[config.mk]
export PLATFORM = sky130hd
export DESIGN_NAME = spi_wordfifo_pair
export DESIGN_NICKNAME = d
export VERILOG_FILES = /design/src/rtl/spi_wfp_pkg.sv /design/src/rtl/wfp_byte_fifo.sv /design/src/rtl/wfp_sticky_err.sv /design/src/rtl/spi_wordfifo_pair.sv
export SDC_FILE = /design/constraint.sdc
export NUM_CORES = 1
export LEC_CHECK = 0
export ABC_AREA = 1
export BUFFER_PORTS_ARGS = -buffer_cell sky130_fd_sc_hd__buf_4
export CAP_MARGIN = 10
export CORE_ASPECT_RATIO = 0.9
export CORE_MARGIN = 4
export CORE_UTILIZATION = 44
export DETAILED_ROUTE_END_ITERATION = 10
export GPL_TIMING_DRIVEN = 0
export RECOVER_POWER = 50
export SLEW_MARGIN = 20
export SYNTH_ARGS = -nofsm -noshare
export SYNTH_HDL_FRONTEND = slang
export SYNTH_SLANG_ARGS = --single-unit
[constraint.sdc]
create_clock -name clk -period 2.86 [get_ports clk]
set_input_delay 0.429 -clock clk [delete_from_list [all_inputs] [get_ports clk]]
set_output_delay 0.429 -clock clk [all_outputs]
set_load 0.01 [all_outputs]
[src/rtl/spi_wfp_pkg.sv]
package spi_wfp_pkg;
  localparam int BYTE_W = 8;
  typedef logic [BYTE_W-1:0] byte_t;
endpackage

[src/rtl/wfp_byte_fifo.sv]
module wfp_byte_fifo
  import spi_wfp_pkg::*;
#(
  parameter int DEPTH    = 8,
  parameter int WR_LANES = 4,
  parameter int RD_LANES = 1,
  localparam int PW  = $clog2(DEPTH),
  localparam int CW  = $clog2(DEPTH + 1),
  localparam int WNW = $clog2(WR_LANES + 1),
  localparam int RNW = $clog2(RD_LANES + 1)
) (
  input  logic                       clk,
  input  logic                       rst_n,
  input  logic                       clear,
  input  logic [WNW-1:0]             wr_n,
  input  logic [WR_LANES*BYTE_W-1:0] wr_data,
  input  logic [RNW-1:0]             rd_n,
  output logic [RD_LANES*BYTE_W-1:0] rd_win,
  output logic [CW-1:0]              level
);

  byte_t         mem [DEPTH];
  logic [PW-1:0] wp, rp, wp_n, rp_n;
  logic [CW-1:0] level_n;
  logic          ptr_en;

  always_comb begin
    ptr_en  = clear || (wr_n != '0) || (rd_n != '0);
    if (clear) begin
      wp_n    = '0;
      rp_n    = '0;
      level_n = '0;
    end else begin
      wp_n    = wp + PW'(wr_n);
      rp_n    = rp + PW'(rd_n);
      level_n = level + CW'(wr_n) - CW'(rd_n);
    end
  end

  always_ff @(posedge clk or negedge rst_n) begin
    if (!rst_n) begin
      wp    <= '0;
      rp    <= '0;
      level <= '0;
    end else if (ptr_en) begin
      wp    <= wp_n;
      rp    <= rp_n;
      level <= level_n;
    end
  end

  always_ff @(posedge clk) begin
    if (!clear) begin
      for (int i = 0; i < WR_LANES; i++) begin
        if (WNW'(i) < wr_n) mem[wp + PW'(i)] <= wr_data[BYTE_W*i +: BYTE_W];
      end
    end
  end

  for (genvar g = 0; g < RD_LANES; g++) begin : g_win
    assign rd_win[BYTE_W*g +: BYTE_W] = mem[rp + PW'(g)];
  end

  p_level_bound_r5: assert property (@(posedge clk) disable iff (!rst_n)
    level <= CW'(DEPTH)) else $error("byte fifo level above depth");

  p_no_underflow_r8: assert property (@(posedge clk) disable iff (!rst_n)
    CW'(rd_n) <= level) else $error("byte fifo read beyond level");

  p_no_overflow_r8: assert property (@(posedge clk) disable iff (!rst_n)
    (CW'(wr_n) + level) <= CW'(DEPTH)) else $error("byte fifo write beyond space");

endmodule

[src/rtl/wfp_sticky_err.sv]
module wfp_sticky_err (
  input  logic clk,
  input  logic rst_n,
  input  logic set,
  input  logic clr,
  output logic q
);

  logic q_n;

  always_comb begin
    if (set)      q_n = 1'b1;
    else if (clr) q_n = 1'b0;
    else          q_n = q;
  end

  always_ff @(posedge clk or negedge rst_n) begin
    if (!rst_n) q <= 1'b0;
    else        q <= q_n;
  end

  p_sticky_hold_r8: assert property (@(posedge clk) disable iff (!rst_n)
    (q && !clr) |=> q) else $error("error bit lost without clear");

  p_sticky_set_r8: assert property (@(posedge clk) disable iff (!rst_n)
    set |=> q) else $error("error bit not set");

endmodule

[src/rtl/spi_wordfifo_pair.sv]
module spi_wordfifo_pair
  import spi_wfp_pkg::*;
#(
  parameter int DEPTH = 8,
  parameter int LANES = 4,
  parameter int LEN_W = 16,
  localparam int TW  = $clog2(DEPTH),
  localparam int CW  = $clog2(DEPTH + 1),
  localparam int NW  = $clog2(LANES + 1),
  localparam int WW  = LANES * BYTE_W
) (
  input  logic              clk,
  input  logic              rst_n,
  input  logic              cfg_thr_we,
  input  logic [TW-1:0]     cfg_rd_thr,
  input  logic [TW-1:0]     cfg_wr_thr,
  input  logic              cfg_len_we,
  input  logic [LEN_W-1:0]  cfg_len,
  input  logic              flush_req,
  output logic              flush_busy,
  input  logic              err_clr,
  output logic              wr_err,
  output logic              rd_err,
  input  logic              host_push,
  input  logic [WW-1:0]     host_wdata,
  input  logic              host_pop,
  output logic [WW-1:0]     host_rdata,
  output logic              wfifo_full,
  output logic              wfifo_empty,
  output logic              wfifo_ready,
  output logic              rfifo_empty,
  output logic              rfifo_ready,
  output logic              tx_valid,
  input  logic              tx_ready,
  output logic [BYTE_W-1:0] tx_data,
  input  logic              rx_valid,
  output logic              rx_ready,
  input  logic [BYTE_W-1:0] rx_data
);

  localparam logic [TW-1:0] RD_THR_RST = TW'(LANES - 1);
  localparam logic [TW-1:0] WR_THR_RST = TW'(DEPTH - 1 - LANES);

  logic [TW-1:0]    rd_thr, wr_thr;
  logic [LEN_W-1:0] tx_left, rx_left, tx_left_n, rx_left_n;
  logic             flush_busy_n;
  logic [CW-1:0]    wlevel, rlevel, wfree;
  logic [NW-1:0]    tx_take, w_wr_n, r_rd_n, r_word_bytes;
  logic             w_rd_n, r_wr_n;
  logic             push_ok, pop_ok, tx_hs, rx_hs, r_avail;
  logic [WW-1:0]    r_win;
  logic             tx_left_en, rx_left_en;

  // outbound side
  always_comb begin
    wfree       = CW'(DEPTH) - wlevel;
    wfifo_full  = wfree < CW'(LANES);
    wfifo_empty = (wlevel == '0);
    wfifo_ready = wfree > CW'(wr_thr);
    tx_take     = (tx_left >= LEN_W'(LANES)) ? NW'(LANES) : NW'(tx_left);
    push_ok     = host_push && !wfifo_full && !flush_busy;
    w_wr_n      = push_ok ? tx_take : '0;
    tx_valid    = !wfifo_empty && !flush_busy;
    tx_hs       = tx_valid && tx_ready;
    w_rd_n      = tx_hs;
  end

  // inbound side
  always_comb begin
    rx_ready     = (rx_left != '0) && (rlevel != CW'(DEPTH)) && !flush_busy;
    rx_hs        = rx_valid && rx_ready;
    r_wr_n       = rx_hs;
    r_word_bytes = (rlevel >= CW'(LANES)) ? NW'(LANES) : NW'(rlevel);
    r_avail      = (rlevel >= CW'(LANES)) || ((rx_left == '0) && (rlevel != '0));
    rfifo_empty  = !r_avail;
    rfifo_ready  = rlevel > CW'(rd_thr);
    pop_ok       = host_pop && r_avail && !flush_busy;
    r_rd_n       = pop_ok ? r_word_bytes : '0;
  end

  for (genvar g = 0; g < LANES; g++) begin : g_rmask
    assign host_rdata[BYTE_W*g +: BYTE_W] =
      (NW'(g) < r_word_bytes) ? r_win[BYTE_W*g +: BYTE_W] : '0;
  end

  // length counters and flush
  always_comb begin
    tx_left_en   = cfg_len_we || push_ok;
    rx_left_en   = cfg_len_we || rx_hs;
    tx_left_n    = cfg_len_we ? cfg_len : (tx_left - LEN_W'(tx_take));
    rx_left_n    = cfg_len_we ? cfg_len : (rx_left - LEN_W'(1));
    flush_busy_n = flush_busy ? 1'b0 : flush_req;
  end

  always_ff @(posedge clk or negedge rst_n) begin
    if (!rst_n) begin
      rd_thr     <= RD_THR_RST;
      wr_thr     <= WR_THR_RST;
      tx_left    <= '0;
      rx_left    <= '0;
      flush_busy <= 1'b0;
    end else begin
      if (cfg_thr_we) begin
        rd_thr <= cfg_rd_thr;
        wr_thr <= cfg_wr_thr;
      end
      if (tx_left_en) tx_left <= tx_left_n;
      if (rx_left_en) rx_left <= rx_left_n;
      flush_busy <= flush_busy_n;
    end
  end

  wfp_byte_fifo #(.DEPTH(DEPTH), .WR_LANES(LANES), .RD_LANES(1)) u_wfifo (
    .clk(clk), .rst_n(rst_n), .clear(flush_busy),
    .wr_n(w_wr_n), .wr_data(host_wdata),
    .rd_n(w_rd_n), .rd_win(tx_data), .level(wlevel)
  );

  wfp_byte_fifo #(.DEPTH(DEPTH), .WR_LANES(1), .RD_LANES(LANES)) u_rfifo (
    .clk(clk), .rst_n(rst_n), .clear(flush_busy),
    .wr_n(r_wr_n), .wr_data(rx_data),
    .rd_n(r_rd_n), .rd_win(r_win), .level(rlevel)
  );

  wfp_sticky_err u_wr_err (
    .clk(clk), .rst_n(rst_n), .set(host_push && wfifo_full), .clr(err_clr), .q(wr_err)
  );

  wfp_sticky_err u_rd_err (
    .clk(clk), .rst_n(rst_n), .set(host_pop && rfifo_empty), .clr(err_clr), .q(rd_err)
  );

  p_flush_selfclear_r7: assert property (@(posedge clk) disable iff (!rst_n)
    flush_busy |=> !flush_busy) else $error("flush did not clear");

  p_flush_empties_r7: assert property (@(posedge clk) disable iff (!rst_n)
    $fell(flush_busy) |-> (wlevel == '0 && rlevel == '0)) else $error("flush left data");

  p_full_push_ignored_r8: assert property (@(posedge clk) disable iff (!rst_n)
    (host_push && wfifo_full) |=> wlevel <= $past(wlevel)) else $error("push into full fifo stored");

  p_empty_pop_ignored_r8: assert property (@(posedge clk) disable iff (!rst_n)
    (host_pop && rfifo_empty && !flush_busy) |=> rlevel >= $past(rlevel))
    else $error("pop from empty fifo removed data");

  p_rx_stops_at_len_r9: assert property (@(posedge clk) disable iff (!rst_n)
    (rx_left == '0 && !cfg_len_we) |=> rlevel <= $past(rlevel)) else $error("byte taken beyond length");

endmodule

# --- Word-level counts from Yosys, hierarchy flattened ---
# Memories as Yosys holds them, arrays and structs flattened.
# Cells that the tools add are included.
totals:
  ramBits: 128
  in_bits: 72
  elab_cells: 113
  output_inout_bits: 50
  reg_bits: 61
  memories: 2
op_classes:
  eq_ne: 1
  add_sub_neg: 17
  reduce_logical: 31
  n_lt_le_gt_ge: 14
  n_mux: 35
mem_list:
  columns: ["name", "words", "word_bits", "rd", "rd_ports_with_merged_regs", "wr", "line_no", "rtl"]
  rows:
  - ["u_rfifo.mem", 8, 8, 4, 0, 1, "wfp_byte_fifo.sv:22", "byte_t mem [DEPTH];"]
  - ["u_wfifo.mem", 8, 8, 1, 0, 4, "wfp_byte_fifo.sv:22", null]
ops:
  columns: ["op", "count"]
  rows:
  - ["two-way mux 16 bit", 2]
  - ["two-way mux 8 bit", 4]
  - ["two-way mux 3 bit", 8]
  - ["two-way mux 1 bit", 19]
  - ["greater-or-equal comparator 16 x 3 -> 1 bit, second input constant", 1]
  - ["logical NOT 16 bit", 1]
  - ["nonzero test 16 bit", 1]
  - ["subtractor 16 x 1 -> 16 bit, second input constant", 1]
  - ["subtractor 16 x 3 -> 16 bit", 1]
  - ["adder 3 x 2 -> 3 bit, second input constant", 4]
  - ["logical AND 1 bit", 12]
  - ["< comparator 1 x 3 -> 1 bit, first input constant", 4]
  - ["< comparator 2 x 3 -> 1 bit, first input constant", 4]
  - ["> comparator 4 x 3 -> 1 bit", 2]
  - ["two-way mux 4 bit", 2]
  - ["logical OR 1 bit", 7]
  - ["adder 3 x 1 -> 3 bit", 2]
  - ["adder 3 x 1 -> 3 bit, second input constant", 2]
  - ["adder 3 bit", 2]
  - ["nonzero test 3 bit", 2]
  - ["adder 4 x 1 -> 4 bit", 1]
  - ["adder 4 x 3 -> 4 bit", 1]
  - ["greater-or-equal comparator 4 x 3 -> 1 bit, second input constant", 1]
  - ["logical NOT 1 bit", 4]
  - ["other kinds (9)", 10]

# --- Depth between registers and ports, before layout ---
# Gate-level depths: netlist (run 1).
logic_depth:
  depth_word: 10
  ltp_mapped: 17

# --- Modules after synthesis ---
# From an unflattened synthesis (run 1), not the netlist that was laid out.
unflattened:
  cells_unflattened: 1867
  hier_area_um2: 13402.9
modules_own_cells:
  columns: ["mod", "area_each_um2", "cells_each", "seq_area_each_um2", "instances"]
  rows:
  - ["wfp_byte_fifo at u_wfifo", 5824.3, 865, 2172.1, 1]
  - ["wfp_byte_fifo at u_rfifo", 4483.0, 536, 2172.1, 1]
  - ["spi_wordfifo_pair", 3015.4, 456, 980.9, 1]
  - ["wfp_sticky_err", 40.0, 5, 25.0, 2]

# --- Worst setup path after synthesis (run 1) ---
# OpenSTA, ideal clock, no wires.
synth_timing:
  kind: "register to register"
  from: "register rx_left[0]"
  to: "register u_rfifo.level[3]"
  setup_time_ps: 66
  n_path_buf: 1
  arrival_ps: 2906
  setup_slack_ps: -112
  period_less_slack_ps: 2972
  required_ps: 2794
  path_stages_with_launch: 17
  cell_sequence: "dfrtp_1 inv_1 ha_1 nand2_1 nor2_1 nand4_1 o21ai_0 nand3_1 buf_2 nand3b_1 ha_1 ha_1 a21o_1 a21oi_1 xor2_1 nand3_1 nand2_1"
synth_via:
  elab_chain_cells: 8
synth_rtl:
  columns: ["item", "line_no", "rtl"]
  rows:
  - ["start, declared", "spi_wordfifo_pair.sv:45", "logic [LEN_W-1:0] tx_left, rx_left, tx_left_n, rx_left_n;"]
  - ["start signal, assigned", "spi_wordfifo_pair.sv:108", "if (rx_left_en) rx_left <= rx_left_n;"]
  - ["parallel branches: the longest is 8 deep, another holds adder 4 x 1 -> 4 bit", null, null]
  - ["end signal, assigned", "wfp_byte_fifo.sv:48", "level <= level_n;"]
  - ["end, declared", "wfp_byte_fifo.sv:19", "output logic [CW-1:0] level"]
# Parallel ways; which one is timed is not known.
# A chain may end at the register's enable or synchronous reset.

# --- Final worst setup path (run 1) ---
layout_timing:
  from: "register u_rfifo.rp[1]"
  to: "output port host_rdata[2]"
layout_via:
  elab_chain_cells: 2
layout_rtl:
  columns: ["item", "line_no", "rtl"]
  rows:
  - ["start, declared", "wfp_byte_fifo.sv:23", "logic [PW-1:0] wp, rp, wp_n, rp_n;"]
  - ["start signal, assigned", "wfp_byte_fifo.sv:47", "rp <= rp_n;"]
  - ["memory (8 x 8 bit)", null, null]
  - ["two-way mux 8 bit", "spi_wordfifo_pair.sv:83", "(NW'(g) < r_word_bytes) ? r_win[BYTE_W*g +: BYTE_W] : '0;"]
  - ["end, declared", "spi_wordfifo_pair.sv:27", "output logic [WW-1:0] host_rdata,"]
# Every way passes these cells.

==> report_table.html, run 1 <==
<table>
<tr><th>Metric</th><th>Value</th></tr>
<tr><th colspan="2">Global route</th></tr>
<tr><td>Initial antenna violation count</td><td>0</td></tr>
<tr><td>Final global-route overflow total</td><td>0</td></tr>
<tr><td>Global-route wire length before repair</td><td>71900 um</td></tr>
<tr><td>Maximum number of pins on one net before global-route repair</td><td>62</td></tr>
<tr><td>Number of global-route vias before repair</td><td>12484</td></tr>
<tr><td>Combined global-route utilization of all metal layers</td><td>between 20% and 30%</td></tr>
<tr><th colspan="2">Die</th></tr>
<tr><td>FP Rows</td><td>59</td></tr>
<tr><td>Area of the die</td><td>32900 sq um</td></tr>
<tr><td>Core Region</td><td>29300 sq um</td></tr>
<tr><td>Starting density of the core</td><td>45.2%</td></tr>
<tr><td>Top-level port count</td><td>122</td></tr>
<tr><td>DIE WIDTH</td><td>between 150 and 200 um</td></tr>
<tr><td>Die height</td><td>173 um</td></tr>
<tr><th colspan="2">Detailed routing</th></tr>
<tr><td>Average wire per standard cell</td><td>20.1 um</td></tr>
<tr><td>Residual DRC</td><td>0</td></tr>
<tr><td>Antenna violation net count after detailed routing</td><td>0</td></tr>
<tr><td>Total iterations of the first detailed-routing run</td><td>8</td></tr>
<tr><td>Total length of routed wires</td><td>slightly below 50000 um</td></tr>
<tr><td>Overall via count from detail_route</td><td>13668</td></tr>
<tr><td>Iteration-0 DRC Markers</td><td>roughly 1600</td></tr>
<tr><td>Drt via density</td><td>about 5.7</td></tr>
<tr><th colspan="2">Power</th></tr>
<tr><td>Power consumption</td><td>12.7 mW</td></tr>
<tr><td>Power density cells</td><td>809 nW/um^2</td></tr>
<tr><td>Max rail drop VDD</td><td>roughly 0.48 mV</td></tr>
<tr><td>Static leakage</td><td>7.12 nW</td></tr>
<tr><th colspan="2">Outcome</th></tr>
<tr><td>Outcome</td><td>complete, but fails checks</td></tr>
<tr><td>Failing checks</td><td>max-capacitance violations, max-slew violations, negative setup slack</td></tr>
<tr><th colspan="2">Placement</th></tr>
<tr><td>Number of buffers added on ports</td><td>96</td></tr>
<tr><td>Worst setup timing slack at the placement stage</td><td>-816 ps</td></tr>
<tr><td>Number of cells after detailed placement</td><td>around 2300</td></tr>
<tr><td>HPWL reported at the end of detailed placement</td><td>35800 um</td></tr>
<tr><td>Gp weighted congestion</td><td>1.01</td></tr>
<tr><th colspan="2">Synthesis</th></tr>
<tr><td>Post-Synth Simple-Gate Area</td><td>between 30% and 40%</td></tr>
<tr><td>Arithmetic-cell share of the synthesized area counting full adders, half adders and majority gates</td><td>3.53%</td></tr>
<tr><td>Share of the yosys chip area belonging to registers</td><td>40.6%</td></tr>
<tr><td>Number of standard cells after synthesis</td><td>around 1800</td></tr>
<tr><td>Portion of netlist area occupied by mux cells</td><td>1.38%</td></tr>
<tr><td>Count of state elements after synthesis</td><td>189</td></tr>
<tr><td>Summed instance area of the synthesized netlist</td><td>13200 sq um</td></tr>
<tr><td>Combinational family with the most area after synthesis</td><td>simple AND/OR/NAND/NOR gates</td></tr>
<tr><td>XOR/XNOR share of the synthesized area</td><td>1.85%</td></tr>
<tr><td>Number of distinct standard cells referenced by the synthesized netlist</td><td>47</td></tr>
<tr><td>Number of nets in the synthesized netlist</td><td>1952</td></tr>
<tr><td>Area fraction in compound gates after synthesis</td><td>between 10% and 20%</td></tr>
<tr><td>Avg Synthesized Cell Area</td><td>7.17 sq um</td></tr>
<tr><td>Number of warnings issued by yosys</td><td>0</td></tr>
<tr><th colspan="2">STA</th></tr>
<tr><td>Setup slack after layout</td><td>-30.4 ps</td></tr>
<tr><td>Clock skew after layout</td><td>12.3 ps</td></tr>
<tr><td>Final-layout setup total negative slack</td><td>-39.7 ps</td></tr>
<tr><td>Transition time of the tightest slew-check pin</td><td>1620 ps</td></tr>
<tr><td>Number of max-slew violations in the final report</td><td>a little over 60</td></tr>
<tr><td>Hold WS</td><td>between 150 and 200 ps</td></tr>
<tr><td>Number of setup violations in the final report</td><td>2</td></tr>
<tr><td>Hold Vio Cnt, Final</td><td>0</td></tr>
<tr><td>Fraction of the cycle the final worst path needs</td><td>101%</td></tr>
<tr><td>Time the worst path needs with I/O delays and setup</td><td>2890 ps</td></tr>
<tr><td>Highest achievable clock rate</td><td>346 MHz</td></tr>
<tr><td>Worst slew margin relative to its limit</td><td>-7.86%</td></tr>
<tr><td>RSZ-0062 raised after global routing</td><td>true</td></tr>
<tr><th colspan="2">Cells and area</th></tr>
<tr><td>Filler-free cell count of the finished design</td><td>roughly 2400</td></tr>
<tr><td>Number of diodes</td><td>0</td></tr>
<tr><td>Fill cells</td><td>~2900</td></tr>
<tr><td>Post-layout net count</td><td>2100</td></tr>
<tr><td>Commonest non-fill, non-tap cells in the layout</td><td>nand2_1 (428), nor2_1 (312), nand3_1 (156)</td></tr>
<tr><td>Relative area change from synthesis to final layout</td><td>18.7%</td></tr>
<tr><td>Leading cell type in the layout, fill and taps excluded</td><td>nand2_1</td></tr>
<tr><td>Share of final-layout standard cells stronger than drive strength 1</td><td>17.5%</td></tr>
<tr><th colspan="2">Clocking</th></tr>
<tr><td>Root cell of the clock tree</td><td>clkbuf_16</td></tr>
<tr><td>Source-to-sink clock delay at the later pin of the worst-skew pair</td><td>between 400 and 500 ps</td></tr>
<tr><td>Clock Sink Count</td><td>about 190</td></tr>
<tr><td>Largest buffer count on any clock path</td><td>2</td></tr>
<tr><td>CTS tree</td><td>built</td></tr>
<tr><td>Clock transition at path regs</td><td>approximately 70 ps</td></tr>
<tr><td>H-Tree Depth</td><td>4</td></tr>
<tr><td>Number of CTS-inserted buffers</td><td>17</td></tr>
<tr><th colspan="2">Run</th></tr>
<tr><td>Max-cap check violation count</td><td>1</td></tr>
<tr><th colspan="2">Worst setup path</th></tr>
<tr><td>Sequence of cells on the critical path</td><td>inv_1 -&gt; nor2_2 -&gt; inv_2 -&gt; o221ai_1 -&gt; a211oi_2 -&gt; buf_4</td></tr>
<tr><td>Data arrival time of the worst path</td><td>2460 ps</td></tr>
<tr><td>Endpoint class of the critical path</td><td>primary output</td></tr>
<tr><td>Worst endpoint required time</td><td>around 2400 ps</td></tr>
<tr><td>Register-to-register setup slack</td><td>20 ps</td></tr>
<tr><td>CP bufs+invs</td><td>3</td></tr>
<tr><td>Slowest stage delay, CP</td><td>around 590 ps</td></tr>
<tr><td>Critical path start-end classification</td><td>flip-flop to primary output</td></tr>
<tr><td>Critical path peak fanout</td><td>10</td></tr>
<tr><td>Library cell contributing the largest single delay on the critical path</td><td>nor2_2</td></tr>
<tr><td>Kind of launch point of the worst setup path</td><td>flip-flop</td></tr>
<tr><td>Top cell family by delay on the critical path</td><td>buffers and inverters</td></tr>
<tr><th colspan="2">Min path</th></tr>
<tr><td>Min-delay worst type</td><td>input pin to flip-flop</td></tr>
</table>
Yosys cell counts, drive strengths merged:
library cell    n  share of area [%]
a2111oi         4               0.26
a211oi         11               0.62
a21boi          1              0.057
a21o            1              0.057
a21oi          86                3.3
a31oi          10               0.52
a41oi           2               0.13
buf            50                2.0
clkbuf         61                1.7
clkinv          2              0.057
conb            1              0.028
dfrtp          57                 11
dfstp           4               0.79
edfxtp        128                 29
fa              4               0.60
ha             31                2.9
inv           134                3.8
mux2            2               0.17
mux2i          16                1.2
nand2         436                 12
nand3         170                6.7
nand3b          2               0.11
nand4          56                2.6
nor2          356                 10
nor3           14               0.60
nor4            1              0.047
o211ai          9               0.51
o21a            3               0.17
o21ai         133                5.0
o21bai          3               0.17
o221ai          4               0.26
o22ai          18               0.85
o31ai           3               0.17
or2             4               0.19
xnor2           8               0.53
xor2           20                1.3
where the power goes:
part	internal (mW)	total, mW	switching (mW)	leakage [nW]
registers	3.45	3.74	0.291	1.93
logic	2.45	6.74	4.29	4.93
clock network	1.13	2.23	1.10	0.266
repair_timing:
item,in CTS,in global routing
hold buffers,0,0
resized for setup,90,89
endpoints found under the setup margin,203,196
pin swaps,17,20
buffers inserted,25,11
final cells by class:
type | count | area, sq um | share of cell area [%]
sequential | 189 | 5380 | 34.2
clock inverter | 14 | 113 | 0.717
clock buffer | 17 | 425 | 2.71
buffer | 110 | 571 | 3.63
tap | 396 | 495 | 3.15
inverter | 136 | 514 | 3.27
multi-input combinational | 1409 | 7280 | 46.3
timing repair buffer | 130 | 936 | 5.95
cells by family (layout without fill, tap and decap cells):
kind of cell             after synthesis  after routing
multiplexers                          18             18
XOR/XNOR                              28             28
other                                  1              1
buffers and inverters                247            407
AND/OR/NAND/NOR                     1039           1039
flip-flops                           189            189
adder cells (fa/ha/maj)               35             35
AO/OA/AOI/OAI                        288            288
registers in the layout, indices dropped and copies added, names as in the netlist, 3 cells and up:
name,cells
wr_thr,3
u_wfifo.rp,3
u_wfifo.wp,3
u_wfifo.mem,64
u_rfifo.wp,3
rx_left,16
u_wfifo.level,4
u_rfifo.level,4
tx_left,16
u_rfifo.mem,64
rd_thr,3
u_rfifo.rp,3
worst paths after layout:
path | from | end | cells past startpoint
worst min-delay path | err_clr | u_rd_err.q | 2
worst max register to register | rx_left[0] | u_rfifo.mem[2][2] | 10
worst min register to register | rd_thr[1] | rd_thr[1] | 2
min in group asynchronous | rst_n | rx_left[1] | 1
worst max-delay path | u_rfifo.rp[1] | host_rdata[2] | 6
max in group asynchronous | rst_n | rx_left[11] | 1
worst reg2reg max path, stage by stage, from the launching register on:
cell	delay, ps
dfrtp_1	360
inv_2	60
ha_4	160
nand2_4	60
nor2_4	40
nand4_1	200
nand3_1	150
nor2_1	210
inv_1	130
or2_1	280
nor2_1	810
per-stage QoR:
step / area (sq um) / util, %
floorplan: 13200 / -
global placement: 14500 / 49.3
detailed placement: 14500 / 49.3
CTS: 15500 / 52.8
global route: 15700 / 53.6
finish: 15700 / 53.6
layer usage:
layer	GRT usage, %	routed length (um)	vias up
li1	-	-	6458
met1	43.1	21500	6462
met2	39.8	20400	690
met3	8.31	5720	58
met4	5.51	756	0
met5	0	0	-
No activity file was read; power rests on OpenSTA's default activity.
==> run 2, diff against run 1 <==
Settings changed: HOLD_SLACK_MARGIN from default to 0.05, SETUP_SLACK_MARGIN from default to 0.3.
==> run 2 against run 1 <==
Die area unchanged; clock-buffer cell count increased by 2; highest routed layer is now met5; combinational power increased by 21%; non-clock buffer count increased by 54; clock power about the same; critical path depth increased by 4; flip-flop and latch count unchanged; sequential share of layout area decreased by 3.5 points; final cell count increased by 2.3%; critical endpoint is now host_rdata[10]; largest power group unchanged; the flow finishes with violations (max-capacitance violations, max-slew violations); global-route usage increased by 1.8 points; sequential power about the same; total power increased by 11%.
==> report_table.html, run 2 (synthesis gave the netlist of run 1 again) <==
<table>
<tr><th>Metric</th><th>Value</th></tr>
<tr><th colspan="2">Outcome</th></tr>
<tr><td>Outcome</td><td>complete, but fails checks</td></tr>
<tr><td>Failing checks</td><td>max-capacitance violations, max-slew violations</td></tr>
<tr><th colspan="2">Global route</th></tr>
<tr><td>Initial antenna violation count</td><td>1</td></tr>
<tr><td>Number of global-route vias before repair</td><td>13036</td></tr>
<tr><td>Maximum number of pins on one net before global-route repair</td><td>62</td></tr>
<tr><td>Global-route wire length before repair</td><td>76600 um</td></tr>
<tr><td>Final global-route overflow total</td><td>0</td></tr>
<tr><td>Combined global-route utilization of all metal layers</td><td>30.0%</td></tr>
<tr><th colspan="2">Clocking</th></tr>
<tr><td>H-Tree Depth</td><td>4</td></tr>
<tr><td>Root cell of the clock tree</td><td>clkbuf_16</td></tr>
<tr><td>CTS tree</td><td>built</td></tr>
<tr><td>Clock transition at path regs</td><td>70 ps</td></tr>
<tr><td>Number of CTS-inserted buffers</td><td>17</td></tr>
<tr><td>CTS Hold Buffers Added</td><td>0</td></tr>
<tr><td>Source-to-sink clock delay at the later pin of the worst-skew pair</td><td>440 ps</td></tr>
<tr><td>Largest buffer count on any clock path</td><td>2</td></tr>
<tr><td>Clock Sink Count</td><td>189</td></tr>
<tr><th colspan="2">Die</th></tr>
<tr><td>FP Rows</td><td>59</td></tr>
<tr><td>Starting density of the core</td><td>45.2%</td></tr>
<tr><td>DIE WIDTH</td><td>191 um</td></tr>
<tr><td>Area of the die</td><td>32900 sq um</td></tr>
<tr><td>Core Region</td><td>~30000 sq um</td></tr>
<tr><td>Top-level port count</td><td>122</td></tr>
<tr><td>Die height</td><td>173 um</td></tr>
<tr><th colspan="2">Run</th></tr>
<tr><td>Max-cap check violation count</td><td>1</td></tr>
<tr><th colspan="2">Detailed routing</th></tr>
<tr><td>Average wire per standard cell</td><td>21.0 um</td></tr>
<tr><td>Drt via density</td><td>5.79</td></tr>
<tr><td>Antenna violation net count after detailed routing</td><td>0</td></tr>
<tr><td>Residual DRC</td><td>0</td></tr>
<tr><td>Iteration-0 DRC Markers</td><td>1739</td></tr>
<tr><td>Overall via count from detail_route</td><td>14220</td></tr>
<tr><td>Total iterations of the first detailed-routing run</td><td>6</td></tr>
<tr><td>Total length of routed wires</td><td>51600 um</td></tr>
<tr><th colspan="2">Min path</th></tr>
<tr><td>Min-delay worst type</td><td>input pin to flip-flop</td></tr>
<tr><td>Cell count of the worst hold path</td><td>2</td></tr>
<tr><th colspan="2">Cells and area</th></tr>
<tr><td>Fill cells</td><td>~2700</td></tr>
<tr><td>Leading cell type in the layout, fill and taps excluded</td><td>nand2_1</td></tr>
<tr><td>Largest registers ranked by flip-flop count</td><td>u_rfifo.mem (64), u_wfifo.mem (64)</td></tr>
<tr><td>Relative area change from synthesis to final layout</td><td>32.2%</td></tr>
<tr><td>Fin util</td><td>between 50% and 60%</td></tr>
<tr><td>Share of final-layout standard cells stronger than drive strength 1</td><td>27.3%</td></tr>
<tr><td>Area taken by flip-flops and latches</td><td>5380 sq um</td></tr>
<tr><td>Commonest non-fill, non-tap cells in the layout</td><td>nand2_1 (404), nor2_1 (272), buf_4 (157)</td></tr>
<tr><td>Filler-free cell count of the finished design</td><td>2456</td></tr>
<tr><td>Post-layout net count</td><td>2154</td></tr>
<tr><td>Footprint of the multi-input gates</td><td>8140 sq um</td></tr>
<tr><td>Number of diodes</td><td>0</td></tr>
<tr><th colspan="2">STA</th></tr>
<tr><td>Fraction of the cycle the final worst path needs</td><td>between 90% and 100%</td></tr>
<tr><td>Worst slew margin relative to its limit</td><td>-10.6%</td></tr>
<tr><td>Number of max-slew violations in the final report</td><td>62</td></tr>
<tr><td>Final-layout setup total negative slack</td><td>0 ps</td></tr>
<tr><td>RSZ-0062 raised after global routing</td><td>true</td></tr>
<tr><td>Number of setup violations in the final report</td><td>0</td></tr>
<tr><td>Hold Vio Cnt, Final</td><td>0</td></tr>
<tr><td>Hold WS</td><td>191 ps</td></tr>
<tr><td>Highest achievable clock rate</td><td>353 MHz</td></tr>
<tr><td>Setup slack after layout</td><td>about 28 ps</td></tr>
<tr><td>Time the worst path needs with I/O delays and setup</td><td>2830 ps</td></tr>
<tr><td>Transition time of the tightest slew-check pin</td><td>1660 ps</td></tr>
<tr><td>Clock skew after layout</td><td>10.3 ps</td></tr>
<tr><th colspan="2">Power</th></tr>
<tr><td>P_sw</td><td>6.31 mW</td></tr>
<tr><td>Max rail drop VDD</td><td>around 0.48 mV</td></tr>
<tr><td>Static leakage</td><td>7.75 nW</td></tr>
<tr><td>Combinational power share</td><td>slightly below 60%</td></tr>
<tr><td>Power share of the sequential group</td><td>around a quarter</td></tr>
<tr><td>Fraction of power spent switching nets</td><td>44.6%</td></tr>
<tr><td>Internal power contribution</td><td>~7.8 mW</td></tr>
<tr><td>Part of the total power dissipated in the clock network</td><td>15.8%</td></tr>
<tr><td>Power density cells</td><td>809 nW/um^2</td></tr>
<tr><th colspan="2">Placement</th></tr>
<tr><td>Gp weighted congestion</td><td>roughly 1.0</td></tr>
<tr><td>Number of cells after detailed placement</td><td>2337</td></tr>
<tr><td>HPWL reported at the end of detailed placement</td><td>36500 um</td></tr>
<tr><td>Worst setup timing slack at the placement stage</td><td>-469 ps</td></tr>
<tr><td>Number of buffers added on ports</td><td>between 90 and 100</td></tr>
<tr><th colspan="2">Worst setup path</th></tr>
<tr><td>Critical path start-end classification</td><td>flip-flop to primary output</td></tr>
<tr><td>Worst endpoint required time</td><td>2430 ps</td></tr>
<tr><td>Kind of launch point of the worst setup path</td><td>flip-flop</td></tr>
<tr><td>Data arrival time of the worst path</td><td>2400 ps</td></tr>
<tr><td>Endpoint class of the critical path</td><td>primary output</td></tr>
<tr><td>Critical path peak fanout</td><td>8</td></tr>
<tr><td>Worst r2r path cells</td><td>16</td></tr>
</table>
## run 2: changes by cell type in the layout (fill, tap and decap cells not counted), moves of 19 or more
cell     change
nor2_1      -40
o21ai_1     +19
nand2_1     -24
o21ai_0     -39
nor2_2      +26
buf_4       +28
## run 2: stage by stage
stage	instance area [sq um]	total power [mW]
after global routing	17500	14.9
after detailed placement	14500	9.78
after floorplan	13300	7.42
after CTS	16300	13.0
final	17500	14.2
after global placement	14500	9.70
## run 2: critical path, cell delays in order (launching register included)
cell,delay (ps)
dfrtp_1,400
clkbuf_8,170
clkbuf_16,140
clkinvlp_4,130
ha_4,360
inv_8,70
clkbuf_16,160
nand2_1,90
nand3_2,80
a21oi_2,190
buf_4,150
## run 2: layout make-up
cell class	instances	area share [%]
Sequential cell	189	30.7
Inverter	136	3.15
Tap cell	396	2.83
Timing Repair Buffer	183	8.81
Buffer	111	4.89
Multi-Input combinational cell	1409	46.5
Clock buffer	19	2.47
Clock inverter	13	0.601
## run 2: path summary, 6_finish.rpt
check | start | endpoint | slack [ps]
setup reg to reg | rx_left[0] | u_rfifo.level[3] | 50
setup / recovery | u_rfifo.rp[0] | host_rdata[10] | 30
min in group asynchronous | rst_n | rx_left[0] | 420
hold reg to reg | rx_left[2] | rx_left[2] | 490
hold / removal | err_clr | u_rd_err.q | 190
max in group asynchronous | rst_n | u_rfifo.rp[1] | 1330
## run 2: per-layer routing
metal	vias up	global-route usage, %	part of all wire, %
li1	6605	-	-
met1	6724	45.9	43
met2	794	42.0	42
met3	95	8.35	13
met4	2	7.06	1.8
met5	-	0	0.014
## run 2: power groups by stage
stage               clock network, mW  registers [mW]  logic, mW
detailed placement                  0            3.78       6.00
CTS                              2.27            3.73       7.04
floorplan                           0            3.70       3.72
global route                     2.40            3.79       8.75
global placement                    0            3.78       5.92
finish                           2.24            3.75       8.16
## run 2: timing repair
action | 4_1_cts | 5_1_grt
endpoints found under the setup margin | 247 | 245
resized for setup | 258 | 250
gates cloned | 4 | 3
setup buffers | 39 | 41
pin swaps | 50 | 41
